`config.mk`:
```
export PLATFORM = sky130hd
export DESIGN_NAME = cfx_buffer
export DESIGN_NICKNAME = d
export VERILOG_FILES = /design/src/rtl/cfx_pkg.sv /design/src/rtl/cfx_crc.sv /design/src/rtl/cfx_frame_mem.sv /design/src/rtl/cfx_buffer.sv
export SDC_FILE = /design/constraint.sdc
export NUM_CORES = 1
export LEC_CHECK = 0
export BUFFER_PORTS_ARGS = -buffer_cell sky130_fd_sc_hd__buf_2
export CAP_MARGIN = 5
export CORE_ASPECT_RATIO = 1.1
export CORE_UTILIZATION = 30
export CTS_CLUSTER_SIZE = 20
export DETAILED_ROUTE_END_ITERATION = 8
export PLACE_DENSITY = 0.45
export SYNTH_ARGS = -nofsm -noshare
export SYNTH_HDL_FRONTEND = slang
export SYNTH_HIERARCHICAL = 1
export SYNTH_SLANG_ARGS = --single-unit
```
`constraint.sdc`:
```
create_clock -name clk -period 4.8 [get_ports clk]
set_clock_uncertainty 0.2 [all_clocks]
set_input_delay 0.48 -clock clk [delete_from_list [all_inputs] [get_ports clk]]
set_output_delay 0.48 -clock clk [all_outputs]
set_load 0.005 [all_outputs]
```
`src/rtl/cfx_pkg.sv`:
```
package cfx_pkg;
    typedef enum logic [2:0] {
        ST_IDLE,
        ST_SEND,
        ST_CRC_LO,
        ST_CRC_HI,
        ST_WAIT,
        ST_RECV
    } cfx_state_e;

    localparam logic [15:0] CRC_SEED = 16'hFFFF;
    localparam logic [15:0] CRC_POLY_REFL = 16'h8408;
endpackage

```
`src/rtl/cfx_crc.sv`:
```
module cfx_crc
    import cfx_pkg::*;
(
    input  logic [15:0] crc_in,
    input  logic [7:0]  data_in,
    output logic [15:0] crc_out
);
    always_comb begin
        logic [15:0] c;
        c = crc_in ^ {8'h00, data_in};
        for (int b = 0; b < 8; b++) begin
            c = c[0] ? ((c >> 1) ^ CRC_POLY_REFL) : (c >> 1);
        end
        crc_out = c;
    end
endmodule

```
`src/rtl/cfx_frame_mem.sv`:
```
module cfx_frame_mem #(
    parameter int DEPTH = 36,
    localparam int AW = $clog2(DEPTH)
) (
    input  logic          clk,
    input  logic          rst_n,
    input  logic          wr_en,
    input  logic [AW-1:0] wr_idx,
    input  logic [7:0]    wr_data,
    input  logic          clr_all,
    input  logic          clr_body,
    input  logic [AW-1:0] rd_idx_a,
    output logic [7:0]    rd_a,
    input  logic [AW-1:0] rd_idx_b,
    output logic [7:0]    rd_b,
    output logic [7:0]    head
);
    logic [7:0] mem [DEPTH];

    always_ff @(posedge clk or negedge rst_n) begin
        if (!rst_n) begin
            for (int i = 0; i < DEPTH; i++) mem[i] <= '0;
        end else begin
            for (int i = 0; i < DEPTH; i++) begin
                if (wr_en && wr_idx == AW'(i)) mem[i] <= wr_data;
                else if (clr_all || (clr_body && i != 0)) mem[i] <= '0;
            end
        end
    end

    assign rd_a = (rd_idx_a <= AW'(DEPTH - 1)) ? mem[rd_idx_a] : 8'h00;
    assign rd_b = (rd_idx_b <= AW'(DEPTH - 1)) ? mem[rd_idx_b] : 8'h00;
    assign head = mem[0];
endmodule

```
`src/rtl/cfx_buffer.sv`:
```
module cfx_buffer
    import cfx_pkg::*;
#(
    parameter int FRAME_BYTES = 36,
    parameter int ANS_TIMEOUT = 64
) (
    input  logic       clk,
    input  logic       rst_n,
    input  logic       host_start,
    input  logic       host_wr_en,
    input  logic [7:0] host_wr_data,
    input  logic       host_rd_en,
    output logic [7:0] host_rd_data,
    input  logic       host_go,
    output logic       busy,
    output logic       tx_valid,
    output logic [7:0] tx_data,
    input  logic       tx_ready,
    input  logic       rx_valid,
    input  logic [7:0] rx_data,
    input  logic       rx_end
);
    localparam int MAX_PAYLOAD = FRAME_BYTES - 1;
    localparam int AW = $clog2(FRAME_BYTES);
    localparam int TW = $clog2(ANS_TIMEOUT + 1);

    typedef struct packed {
        cfx_state_e    st;
        logic [AW-1:0] ptr;
        logic [7:0]    rd;
        logic [AW-1:0] idx;
        logic [15:0]   crc;
        logic [TW-1:0] tmo;
        logic [7:0]    h0;
        logic [7:0]    h1;
        logic [1:0]    nh;
        logic [AW-1:0] cnt;
        logic          ovf;
    } regs_t;

    regs_t q, d;

    logic          m_wr_en, m_clr_all, m_clr_body;
    logic [AW-1:0] m_wr_idx;
    logic [7:0]    m_wr_data, host_byte, tx_byte, len_byte;
    logic [7:0]    crc_byte;
    logic [15:0]   crc_next;
    logic          len_ok, crc_match;

    cfx_frame_mem #(.DEPTH(FRAME_BYTES)) u_mem (
        .clk(clk), .rst_n(rst_n),
        .wr_en(m_wr_en), .wr_idx(m_wr_idx), .wr_data(m_wr_data),
        .clr_all(m_clr_all), .clr_body(m_clr_body),
        .rd_idx_a(q.ptr), .rd_a(host_byte),
        .rd_idx_b(q.idx), .rd_b(tx_byte),
        .head(len_byte)
    );

    assign crc_byte = (q.st == ST_SEND) ? tx_byte : q.h0;

    cfx_crc u_crc (.crc_in(q.crc), .data_in(crc_byte), .crc_out(crc_next));

    assign len_ok    = (len_byte != 8'h00) && (len_byte <= 8'(MAX_PAYLOAD));
    assign crc_match = ({q.h1, q.h0} == ~q.crc);
    assign busy      = (q.st != ST_IDLE);
    assign host_rd_data = q.rd;

    always_comb begin
        d          = q;
        m_wr_en    = 1'b0;
        m_wr_idx   = '0;
        m_wr_data  = '0;
        m_clr_all  = 1'b0;
        m_clr_body = 1'b0;
        tx_valid   = 1'b0;
        tx_data    = 8'h00;

        // host port
        if (host_start) begin
            d.ptr = '0;
        end else if ((host_wr_en && q.st == ST_IDLE) || host_rd_en) begin
            if (host_wr_en && q.st == ST_IDLE) begin
                m_wr_en   = 1'b1;
                m_wr_idx  = q.ptr;
                m_wr_data = host_wr_data;
            end else begin
                d.rd = host_byte;
            end
            if (q.ptr != AW'(FRAME_BYTES - 1)) d.ptr = q.ptr + AW'(1);
        end

        case (q.st)
            ST_IDLE: begin
                if (host_go && len_ok) begin
                    d.st  = ST_SEND;
                    d.idx = AW'(1);
                    d.crc = CRC_SEED;
                end
            end
            ST_SEND: begin
                tx_valid = 1'b1;
                tx_data  = tx_byte;
                if (tx_ready) begin
                    d.crc = crc_next;
                    if (8'(q.idx) == len_byte) d.st = ST_CRC_LO;
                    else d.idx = q.idx + AW'(1);
                end
            end
            ST_CRC_LO: begin
                tx_valid = 1'b1;
                tx_data  = ~q.crc[7:0];
                if (tx_ready) d.st = ST_CRC_HI;
            end
            ST_CRC_HI: begin
                tx_valid = 1'b1;
                tx_data  = ~q.crc[15:8];
                if (tx_ready) begin
                    d.st      = ST_WAIT;
                    m_clr_all = 1'b1;
                    d.tmo     = '0;
                    d.nh      = '0;
                    d.cnt     = '0;
                    d.ovf     = 1'b0;
                    d.crc     = CRC_SEED;
                end
            end
            ST_WAIT: begin
                if (rx_valid) begin
                    d.st = ST_RECV;
                    d.h0 = q.h1;
                    d.h1 = rx_data;
                    d.nh = 2'd1;
                end else if (q.tmo == TW'(ANS_TIMEOUT - 1)) begin
                    d.st = ST_IDLE;
                end else begin
                    d.tmo = q.tmo + TW'(1);
                end
            end
            ST_RECV: begin
                if (rx_end) begin
                    d.st    = ST_IDLE;
                    m_wr_en = 1'b1;
                    if (q.nh == 2'd2 && !q.ovf && crc_match) begin
                        m_wr_data = 8'(q.cnt);
                    end else begin
                        m_wr_data  = 8'hFF;
                        m_clr_body = 1'b1;
                    end
                end else if (rx_valid) begin
                    if (q.nh == 2'd2) begin
                        d.crc = crc_next;
                        if (q.cnt < AW'(MAX_PAYLOAD)) begin
                            m_wr_en   = 1'b1;
                            m_wr_idx  = q.cnt + AW'(1);
                            m_wr_data = q.h0;
                            d.cnt     = q.cnt + AW'(1);
                        end else begin
                            d.ovf = 1'b1;
                        end
                    end else begin
                        d.nh = q.nh + 2'd1;
                    end
                    d.h0 = q.h1;
                    d.h1 = rx_data;
                end
            end
            default: d.st = ST_IDLE;
        endcase
    end

    always_ff @(posedge clk or negedge rst_n) begin
        if (!rst_n) begin
            q <= '{st: ST_IDLE, crc: CRC_SEED, default: '0};
        end else begin
            q <= d;
        end
    end
endmodule

```
# After elaboration in Yosys (flattened, before gate mapping)
# Index checks and enable logic that the tools add are counted.
[op_classes] addsub=5 n_lt_le_gt_ge=6 eq_ne=62 n_mux=123 bitwise=16 n_reduce_logical=103
[ops] operator="8-bit 2-to-1 mux" count=55
[ops] operator="16-bit 2-to-1 mux" count=11
[ops] operator="8-bit binary-select mux with 6-bit select" count=2
[ops] operator="6-bit by 5-bit == test with 1-bit output, second input constant" count=16
[ops] operator="2-bit nonzero test" count=42
[ops] operator="6-bit 2-to-1 mux" count=12
[ops] operator="16-bit case mux with 4 select lines" count=1
[ops] operator="25-bit 2-to-1 mux" count=2
[ops] operator="6-bit by 4-bit == test with 1-bit output, second input constant" count=8
[ops] operator="22-bit 2-to-1 mux" count=2
[ops] operator="1-bit logical AND" count=41
[ops] operator="16-bit case mux with 2 select lines" count=1
[ops] operator="2-bit inequality test, second input constant" count=14
[ops] operator="7-bit case mux with 2 select lines" count=2
[ops] operator="6-bit by 3-bit == test with 1-bit output, second input constant" count=4
[ops] operator="6-bit == test, second input constant" count=4
[ops] operator="3-bit 2-to-1 mux" count=8
[ops] operator="2-bit NOT with 3-bit output" count=8
[ops] operator="8-bit case mux with 3 select lines" count=1
[ops] operator="23-bit 2-to-1 mux" count=1
[ops] operator="7-bit 2-to-1 mux" count=3
[ops] operator="6-bit by 1-bit adder with 6-bit output, second input constant" count=3
[ops] operator="18-bit 2-to-1 mux" count=1
[ops] operator="3-bit case mux with 6 select lines" count=1
[ops] operator="42 further kinds" count=72
[word_totals] reg_bits=359 in_bits=25 out_inout_bits=18 word_cells=362

# Depth between registers and ports, before layout
# Gate-level depths: netlist of run 1.
[depth] ltp_word=27 ltp_mapped=14 depth_no_buf=11

# Cells and area by module
# The synthesis of run 1 kept the hierarchy.
[by_module_without_submodules] mod="cfx_frame_mem" instances=1 cells_each=1665 area_per_inst_um2=16383.2 seq_area_each_um2=7206.9
[by_module_without_submodules] mod="cfx_buffer" instances=1 cells_each=453 area_per_inst_um2=4281.6 seq_area_each_um2=1796.7
[by_module_without_submodules] mod="cfx_crc" instances=1 cells_each=25 area_per_inst_um2=376.6 seq_area_each_um2=0.0

# Worst setup path before layout of run 1
# Ideal clock, no wire load.
[synth_timing] path_type="flip-flop to flip-flop" startpoint="register q[1] in the netlist's numbering" endpoint="register u_mem/mem[102] in the netlist's numbering" setup_time_ns=0.136 arrival_ns=3.126 t_required_ns=4.464 slack_ns=1.338 stages_incl_launch_ff=11 n_path_buf=3 synth_period_minus_slack_ns=3.462 path_cell_list="dfrtp_1 -> ha_1 -> o41ai_4 -> or4b_1 -> buf_2 -> o21ai_0 -> nand2b_1 -> buf_2 -> nor3_2 -> clkbuf_1 -> o21ai_0"
[synth_between] elab_chain_cells=9 word_cells_on_any_way=21 cone_classes="1 x add/sub; 1 x order compare; 1 x eq/ne; 16 x mux; 2 x reduce/logical"
[synth_lines] item="start, declared" line="cfx_buffer.sv:41" text="regs_t q, d;"
[synth_lines] item="start signal, assigned" line="cfx_buffer.sv:173" text="q <= '{st: ST_IDLE, crc: CRC_SEED, default: '0};"
[synth_lines] item="start signal, assigned" line="cfx_buffer.sv:175" text="q <= d;"
[synth_lines] item="6-bit by 1-bit adder with 6-bit output or 6-bit < comparator (tied branches)" line="cfx_buffer.sv:154, cfx_buffer.sv:152"
[synth_lines] item="6-bit 2-to-1 mux (*)" line="cfx_buffer.sv:152" text="if (q.cnt < AW'(MAX_PAYLOAD)) begin"
[synth_lines] item="6-bit 2-to-1 mux (*)" line="cfx_buffer.sv:150" text="if (q.nh == 2'd2) begin"
[synth_lines] item="6-bit 2-to-1 mux (*)" line="cfx_buffer.sv:149" text="end else if (rx_valid) begin"
[synth_lines] item="6-bit 2-to-1 mux (*)" line="cfx_buffer.sv:140" text="if (rx_end) begin"
[synth_lines] item="6-bit 2-to-1 mux (*)" line="cfx_buffer.sv:92" text="case (q.st)"
[synth_lines] item="via m_wr_idx[4]" line="cfx_buffer.sv:44" text="logic [AW-1:0] m_wr_idx;"
[synth_lines] item="6-bit by 5-bit == test with 1-bit output (*)" line="cfx_frame_mem.sv:25" text="if (wr_en && wr_idx == AW'(i)) mem[i] <= wr_data;"
[synth_lines] item="1-bit logical AND (*)" line="cfx_frame_mem.sv:25"
[synth_lines] item="8-bit 2-to-1 mux or 2-bit nonzero test (tied branches)"
[synth_lines] item="end signal, assigned by index" line="cfx_frame_mem.sv:25"
[synth_lines] item="end, declared" line="cfx_frame_mem.sv:18" text="logic [7:0] mem [DEPTH];"
# The timed path passes the listed nets; every way through them passes the cells marked *.
# A chain may end at the register's enable or synchronous reset.

# Worst setup path after layout of run 1
[layout_timing] startpoint="register q[49] in the netlist's numbering" endpoint="output port tx_data[5]"
[layout_between] elab_chain_cells=6 word_cells_on_any_way=7 cone_classes="1 x order compare; 5 x mux; 1 x bitwise"
[layout_lines] item="6-bit NOT with 7-bit output (not written as such)" line="cfx_frame_mem.sv:32" text="assign rd_b = (rd_idx_b <= AW'(DEPTH - 1)) ? mem[rd_idx_b] : 8'h00;"
[layout_lines] item="8-bit binary-select mux with 6-bit select" line="cfx_frame_mem.sv:32"
[layout_lines] item="8-bit 2-to-1 mux (not written as such) (2 in a row)" line="cfx_frame_mem.sv:32"
[layout_lines] item="8-bit 2-to-1 mux (*)" line="cfx_frame_mem.sv:32"
[layout_lines] item="via tx_byte[5]" line="cfx_buffer.sv:45" text="logic [7:0] m_wr_data, host_byte, tx_byte, len_byte;"
[layout_lines] item="8-bit case mux with 3 select lines (*)" line="cfx_buffer.sv:92"
[layout_lines] item="end, declared" line="cfx_buffer.sv:17" text="output logic [7:0] tx_data,"
# The timed path passes the listed nets; every way through them passes the cells marked *. The select of a mux whose other input is x is not followed.

==> flow_metrics.env, run 1 <==
export IMPL_diodes=0
export IMPL_numCtsBuffers=42
export IMPL_setup_tns_ns=0
export IMPL_finalMaxSlewViolations=0
export IMPL_ys_seq_elements=359
export IMPL_slowest_delay_ns=0.91
export IMPL_critPathBufInv=3
export IMPL_synth_distinct_cells=80
export IMPL_cp_data_arrival_time_ns=4.00
export IMPL_viasPerCell=5.37
export IMPL_min_period_ns=4.68
export IMPL_rsz0062_at_grt="false"
export IMPL_finalSetupViolations=0
export IMPL_synthCells=2143
export IMPL_synth_area_leaders="dfrtp_1 41%, mux4_2 11%, nand2_1 8.0%, o21ai_0 6.8%, mux2i_1 3.9%"
export IMPL_drtIter0Drc=1374
export IMPL_row_count=101
export IMPL_synth_area_um2=21000
export IMPL_overflow=0
export IMPL_initial_utilization_pct=30.4
export IMPL_cts_reportedPaths_clkPinSlew_ns=0.06
export IMPL_yosysSeqAreaShare_pct=42.8
export IMPL_crit_chain="buf_12 > nor2b_1 > a2111oi_0 > a311oi_1 > a22oi_1 > o221ai_1 > inv_1 > mux2i_1 > a21oi_1 > nor2_1 > buf_2"
export IMPL_fin_util_pct=34.3
export IMPL_vias=16600
export IMPL_die_y_um=280
export IMPL_fin_nets=2163
export IMPL_end_kind="primary output"
export IMPL_h_tree_depth=2
export IMPL_design_core_area_um2=69300
export IMPL_synthToLayoutAreaGrowth_pct=13.0
export IMPL_hold_viol_final=0
export IMPL_syn_nets=2173
export IMPL_ys_async_sr_fraction_pct=100
export IMPL_cts_root_buf="clkbuf_16"
export IMPL_grtUsageTotal_pct=20.2
export IMPL_yosysMostFrequentCell="nand2_1"
export IMPL_path_class="reg2out"
export IMPL_die_x_um=255
export IMPL_vdd_drop_max_uv=323
export IMPL_antenna_found_initial=0
export IMPL_status="complete, no violations"
export IMPL_dieArea_um2=71200
export IMPL_crit_fanout=38
export IMPL_synth_main_ff_cell="dfrtp_1"
export IMPL_cp_start_kind="flip-flop"
export IMPL_final_area_um2=23800
export IMPL_p_leak_nw=9.57
export IMPL_synth_top_area_cell="dfrtp_1"
export IMPL_drv_cap=0
export IMPL_p_per_area_nw_per_um2=462
export IMPL_io_buffers=42
export IMPL_slowest_stage="dfrtp_4"
export IMPL_fin_crit_sh_pct=97.6
export IMPL_drt_pass1_iterations=6
export IMPL_cts_path_max_buffers=3
export IMPL_finalWirelength_um=71500
export IMPL_crit_required_ns=4.12
export IMPL_grt_pass1_wl_um=108000
export IMPL_clock_sinks=359
export IMPL_critPathTopFamily="compound AO/OA/AOI/OAI gates"
export IMPL_hp_class="in2reg"
export IMPL_hpwl_um=49400
export IMPL_io_pins=43
export IMPL_clk_latency_ns=0.59
export IMPL_grt_pass1_vias=16000
export IMPL_yosys_warnings=6
export IMPL_drt_wirelength_per_cell_um=23.1
export IMPL_worstMarginPinSlew_ns=1.11
export IMPL_drtAntennaViolNets=0
export IMPL_dpl_instance_area_um2=22200
export IMPL_layout_drive_gt1_share_pct=19.4
export IMPL_synth_top_area_share_pct=40.8
export IMPL_avgSynthCellArea_um2=9.82
export IMPL_route_detailed_drc=0
export IMPL_synth_edf_count=0
export IMPL_cts_tree="built"
export IMPL_synthTopCellsByCount="446 x nand2_1, 343 x dfrtp_1, 286 x o21ai_0"
export IMPL_grt_max_degree=110
export IMPL_slew_headroom_pct=26.2
export IMPL_cts_resized=0
export IMPL_fmax_mhz=213
export IMPL_gp_congestion=0.889
## layout by cell type, fill, tap and decap left out, types with 9 or more instances in the layout
master	n
xnor2_1	29
buf_2	41
nor2b_1	20
dfstp_2	16
mux2_2	59
nor3_2	10
nor3_1	13
nor2_1	102
buf_4	75
nand2b_1	18
buf_12	11
clkbuf_16	43
nand2_1	446
dlygate4sd3_1	9
a2111oi_0	9
o21ai_1	25
mux4_2	99
xor2_1	16
o22ai_1	23
dfrtp_1	338
a22oi_1	39
o21ai_0	278
clkbuf_8	15
mux2i_1	82
inv_1	32
a21oi_1	46
nand3_1	99
## worst reg2reg max path, delay by kind of cell (launching register included)
family                 cells  cell delay (ns)
XOR/XNOR                   2             0.82
multiplexers               1             0.34
buffers and inverters      1             0.31
flip-flops                 1             0.91
AO/OA/AOI/OAI              5             1.41
AND/OR/NAND/NOR            2             0.20
## area by class of cell
cell class,count,area (um2)
Timing Repair Buffer,137,1090
Fill cell,7039,45500
Inverter,32,120
Sequential cell,359,9020
Clock buffer,66,1310
Clock inverter,10,128
Tap cell,927,1160
Multi-Input combinational cell,1561,10900
## power breakdown
group	leakage [nW]	total (mW)	internal (mW)	switching, mW
Combinational	3.93	3.82	1.64	2.18
Sequential	4.92	3.80	3.26	0.543
Clock	0.715	3.37	2.03	1.34
## state kept, by name, summed over array words and instances, names as in the netlist
signal	count
host_rd_data	8
q	63
u_mem/mem	280
u_mem/head	8
## path summary, 6_finish.rpt
kind	from	to	slack (ns)	cells past startpoint
setup / recovery	q[49]	tx_data[5]	0.12	11
hold / removal	host_start	q[64]	0.02	2
setup reg to reg	q[49]	q[40]	0.50	11
hold reg to reg	q[25]	q[25]	0.30	1
max in group asynchronous	rst_n	q[51]	2.83	3
min in group asynchronous	rst_n	u_mem/mem[57]	0.38	2
## cells by family after synthesis
group / synth area share, %
buf+inv: 5.41
compound gates: 13.5
simple gates: 16.1
fa+ha+maj: 0.297
flops: 42.8
xor+xnor: 3.19
mux: 18.8
## stage by stage
step	worst slack [ns]	cells	power, mW	hold WS, ns
2_1_floorplan	1.34	2143	6.43	-0.0156
3_3_place_gp	0.480	3006	7.61	0.277
3_5_place_dp	0.373	3006	7.62	0.284
4_1_cts	0.142	3092	11.1	0.0105
5_1_grt	0.00312	3092	11.5	0.0228
6_report	0.115	3092	11.0	0.0234
## metal layers
layer / up-vias / GRT usage [%] / share of wire (%)
li1: 7594 / - / -
met1: 8405 / 28.9 / 47
met2: 482 / 31.6 / 46
met3: 108 / 2.30 / 4.2
met4: 0 / 7.23 / 3.5
met5: - / 0 / 0
## timing repair
action	in CTS	in global routing
hold buffers	9	0
setup endpoints to repair	4	0
setup buffers	1	0
hold endpoints to repair	107	0
No activity file was read; power rests on OpenSTA's default activity.
==> inputs of run 2 (changes only) <==
--- a/config.mk
+++ b/config.mk
@@ -7,11 +7,13 @@
 export LEC_CHECK = 0
 export BUFFER_PORTS_ARGS = -buffer_cell sky130_fd_sc_hd__buf_2
 export CAP_MARGIN = 5
+export CELL_PAD_IN_SITES_DETAIL_PLACEMENT = 0
+export CELL_PAD_IN_SITES_GLOBAL_PLACEMENT = 1
 export CORE_ASPECT_RATIO = 1.1
 export CORE_UTILIZATION = 30
 export CTS_CLUSTER_SIZE = 20
 export DETAILED_ROUTE_END_ITERATION = 8
-export PLACE_DENSITY = 0.45
+export PLACE_DENSITY = 0.54
 export SYNTH_ARGS = -nofsm -noshare
 export SYNTH_HDL_FRONTEND = slang
 export SYNTH_HIERARCHICAL = 1
==> run 2 against run 1 <==
Compared with the run above: cell area rose by 0.11%; clock power rose by 3%; total power rose by 0.28%; worst setup slack improved by 0.26 ns; wire length rose by 1.4%; sequential cell count did not move; combinational power fell by 2%; count of clock-buffer cells in the layout did not move; largest power group is now sequential cells.
==> flow_metrics.env, run 2 (synthesized netlist as in run 1, its figures left out) <==
export IMPL_p_leak_nw=9.55
export IMPL_crit_chain="buf_4 > nand2b_1 > o22ai_1 > a311oi_1 > a22oi_1 > o221ai_1 > inv_1 > mux2i_1 > a21oi_1 > nor2_1 > buf_2"
export IMPL_clock_sinks=359
export IMPL_cts_path_max_buffers=3
export IMPL_worstMarginPinSlew_ns=1.14
export IMPL_clk_latency_ns=0.59
export IMPL_antenna_found_initial=0
export IMPL_swShare_pct=36.9
export IMPL_largest_reg_flops=280
export IMPL_overflow=0
export IMPL_grt_pass1_wl_um=109000
export IMPL_cts_reportedPaths_clkPinSlew_ns=0.06
export IMPL_end_kind="primary output"
export IMPL_p_per_area_nw_per_um2=463
export IMPL_drv_cap=0
export IMPL_grt_pass1_vias=16100
export IMPL_top_regs="u_mem/mem: 280 flops, q: 63 flops"
export IMPL_cts_root_buf="clkbuf_16"
export IMPL_grtUsageTotal_pct=20.5
export IMPL_die_y_um=280
export IMPL_layout_cells_most_common="nand2_1"
export IMPL_drt_pass1_iterations=6
export IMPL_fin_util_pct=34.4
export IMPL_finalWirelength_um=72500
export IMPL_internal_power_mw=6.95
export IMPL_rr_worst_depth=11
export IMPL_vias=16500
export IMPL_drtIter0Drc=1301
export IMPL_design_core_area_um2=69300
export IMPL_seq_area_um2=9020
export IMPL_regMostFlops="u_mem/mem"
export IMPL_row_count=101
export IMPL_slowest_delay_ns=0.72
export IMPL_min_delay_start="tx_ready"
export IMPL_multi_input_area_um2=10900
export IMPL_vdd_drop_max_uv=317
export IMPL_initial_utilization_pct=30.4
export IMPL_nFillCells=7078
export IMPL_io_buffers=42
export IMPL_setup_tns_ns=0
export IMPL_cts_tree="built"
export IMPL_worstHoldEndpoint="q[69]"
export IMPL_numCtsBuffers=44
export IMPL_pwr_share_clk_pct=31.4
export IMPL_cp_data_arrival_time_ns=3.75
export IMPL_min_period_ns=4.43
export IMPL_fmax_mhz=226
export IMPL_reg2reg_slack_ns=0.55
export IMPL_fin_nets=2158
export IMPL_layout_drive_gt1_share_pct=19.1
export IMPL_cts_resized=0
export IMPL_slowest_stage="dfrtp_4"
export IMPL_crit_fanout=18
export IMPL_slew_headroom_pct=23.9
export IMPL_status="complete, no violations"
export IMPL_synthToLayoutAreaGrowth_pct=13.1
export IMPL_fin_crit_sh_pct=92.2
export IMPL_p_total_mw=11.0
export IMPL_drtAntennaViolNets=0
export IMPL_grt_max_degree=106
export IMPL_r2r_start="q[49]"
export IMPL_pwr_share_seq_pct=34.7
export IMPL_combinationalPowerShare_pct=33.9
export IMPL_rsz0062_at_grt="false"
export IMPL_path_class="reg2out"
export IMPL_hold_viol_final=0
export IMPL_cp_start_kind="flip-flop"
export IMPL_p_sw_mw=4.07
export IMPL_viasPerCell=5.33
export IMPL_hpwl_um=49800
export IMPL_gp_congestion=0.890
export IMPL_route_detailed_drc=0
export IMPL_finalMaxSlewViolations=0
export IMPL_die_x_um=255
export IMPL_layout_common_cells="446 x nand2_1, 338 x dfrtp_1, 278 x o21ai_0, 102 x nor2_1"
export IMPL_finalSetupViolations=0
export IMPL_dieArea_um2=71200
export IMPL_io_pins=43
export IMPL_drt_wirelength_per_cell_um=23.5
export IMPL_crit_required_ns=4.12
export IMPL_hp_class="in2reg"
export IMPL_whs_path_depth=3
export IMPL_r2r_end="q[40]"
export IMPL_h_tree_depth=2
[run 2: repair_timing]
action / 4_1_cts / 5_1_grt
setup endpoints to repair: 0 / 7
hold endpoints to repair: 113 / 0
hold buffers: 10 / 0
setup buffers: 0 / 1
[run 2: worst max-delay path by stage]
stage | startpoint | to | slack, ns | cells after the start
2_1_floorplan | q[1] | u_mem/mem[102] | 1.34 | 10
3_3_place_gp | q[48] | q[35] | 0.61 | 11
3_5_place_dp | q[48] | q[35] | 0.51 | 11
4_1_cts | q[48] | tx_data[0] | 0.02 | 11
5_1_grt | q[48] | tx_data[0] | 0.16 | 11
6_report | q[48] | tx_data[0] | 0.37 | 11
[run 2: power groups by stage]
stage               sequential, mW  clock [mW]  combinational, mW
detailed placement            3.92           0               3.67
global placement              3.92           0               3.67
global route                  3.87        3.68               4.02
CTS                           3.87        3.57               3.69
floorplan                     3.46           0               2.97
finish                        3.82        3.46               3.74
[run 2: layout make-up]
type	count	share of cell area, %
Clock inverter	13	0.668
Timing Repair Buffer	130	4.49
Sequential cell	359	37.9
Tap cell	927	4.87
Antenna cell	2	0.0210
Clock buffer	66	5.57
Multi-Input combinational cell	1561	46.0
Inverter	32	0.505
[run 2: routing by layer]
metal  GRT usage (%)  share of wire (%)  vias up
met5               0                  0        -
met4            6.69                3.1        0
met3            2.71                5.3       95
met2            31.8                 46      473
met1            29.4                 46     8305
li1                -                  -     7589
[run 2: worst max-delay path: cells and delay by family, from the launching register on]
family / cells / cell delay [ns]
AOI/OAI and AO/OA: 5 / 1.21
DFF: 1 / 0.72
buffers and inverters: 3 / 0.60
and+or+nand+nor: 2 / 0.47
muxes: 1 / 0.15
[run 2: metrics by stage]
step | hold slack (ns) | area [um2] | cells | worst slack (ns)
3_5_place_dp | 0.289 | 22200 | 2998 | 0.514
2_1_floorplan | -0.0156 | 21000 | 2143 | 1.34
4_1_cts | 0.0630 | 23800 | 3087 | 0.0215
6_report | 0.105 | 23800 | 3090 | 0.375
5_1_grt | 0.125 | 23800 | 3088 | 0.164
3_3_place_gp | 0.282 | 22200 | 2998 | 0.609
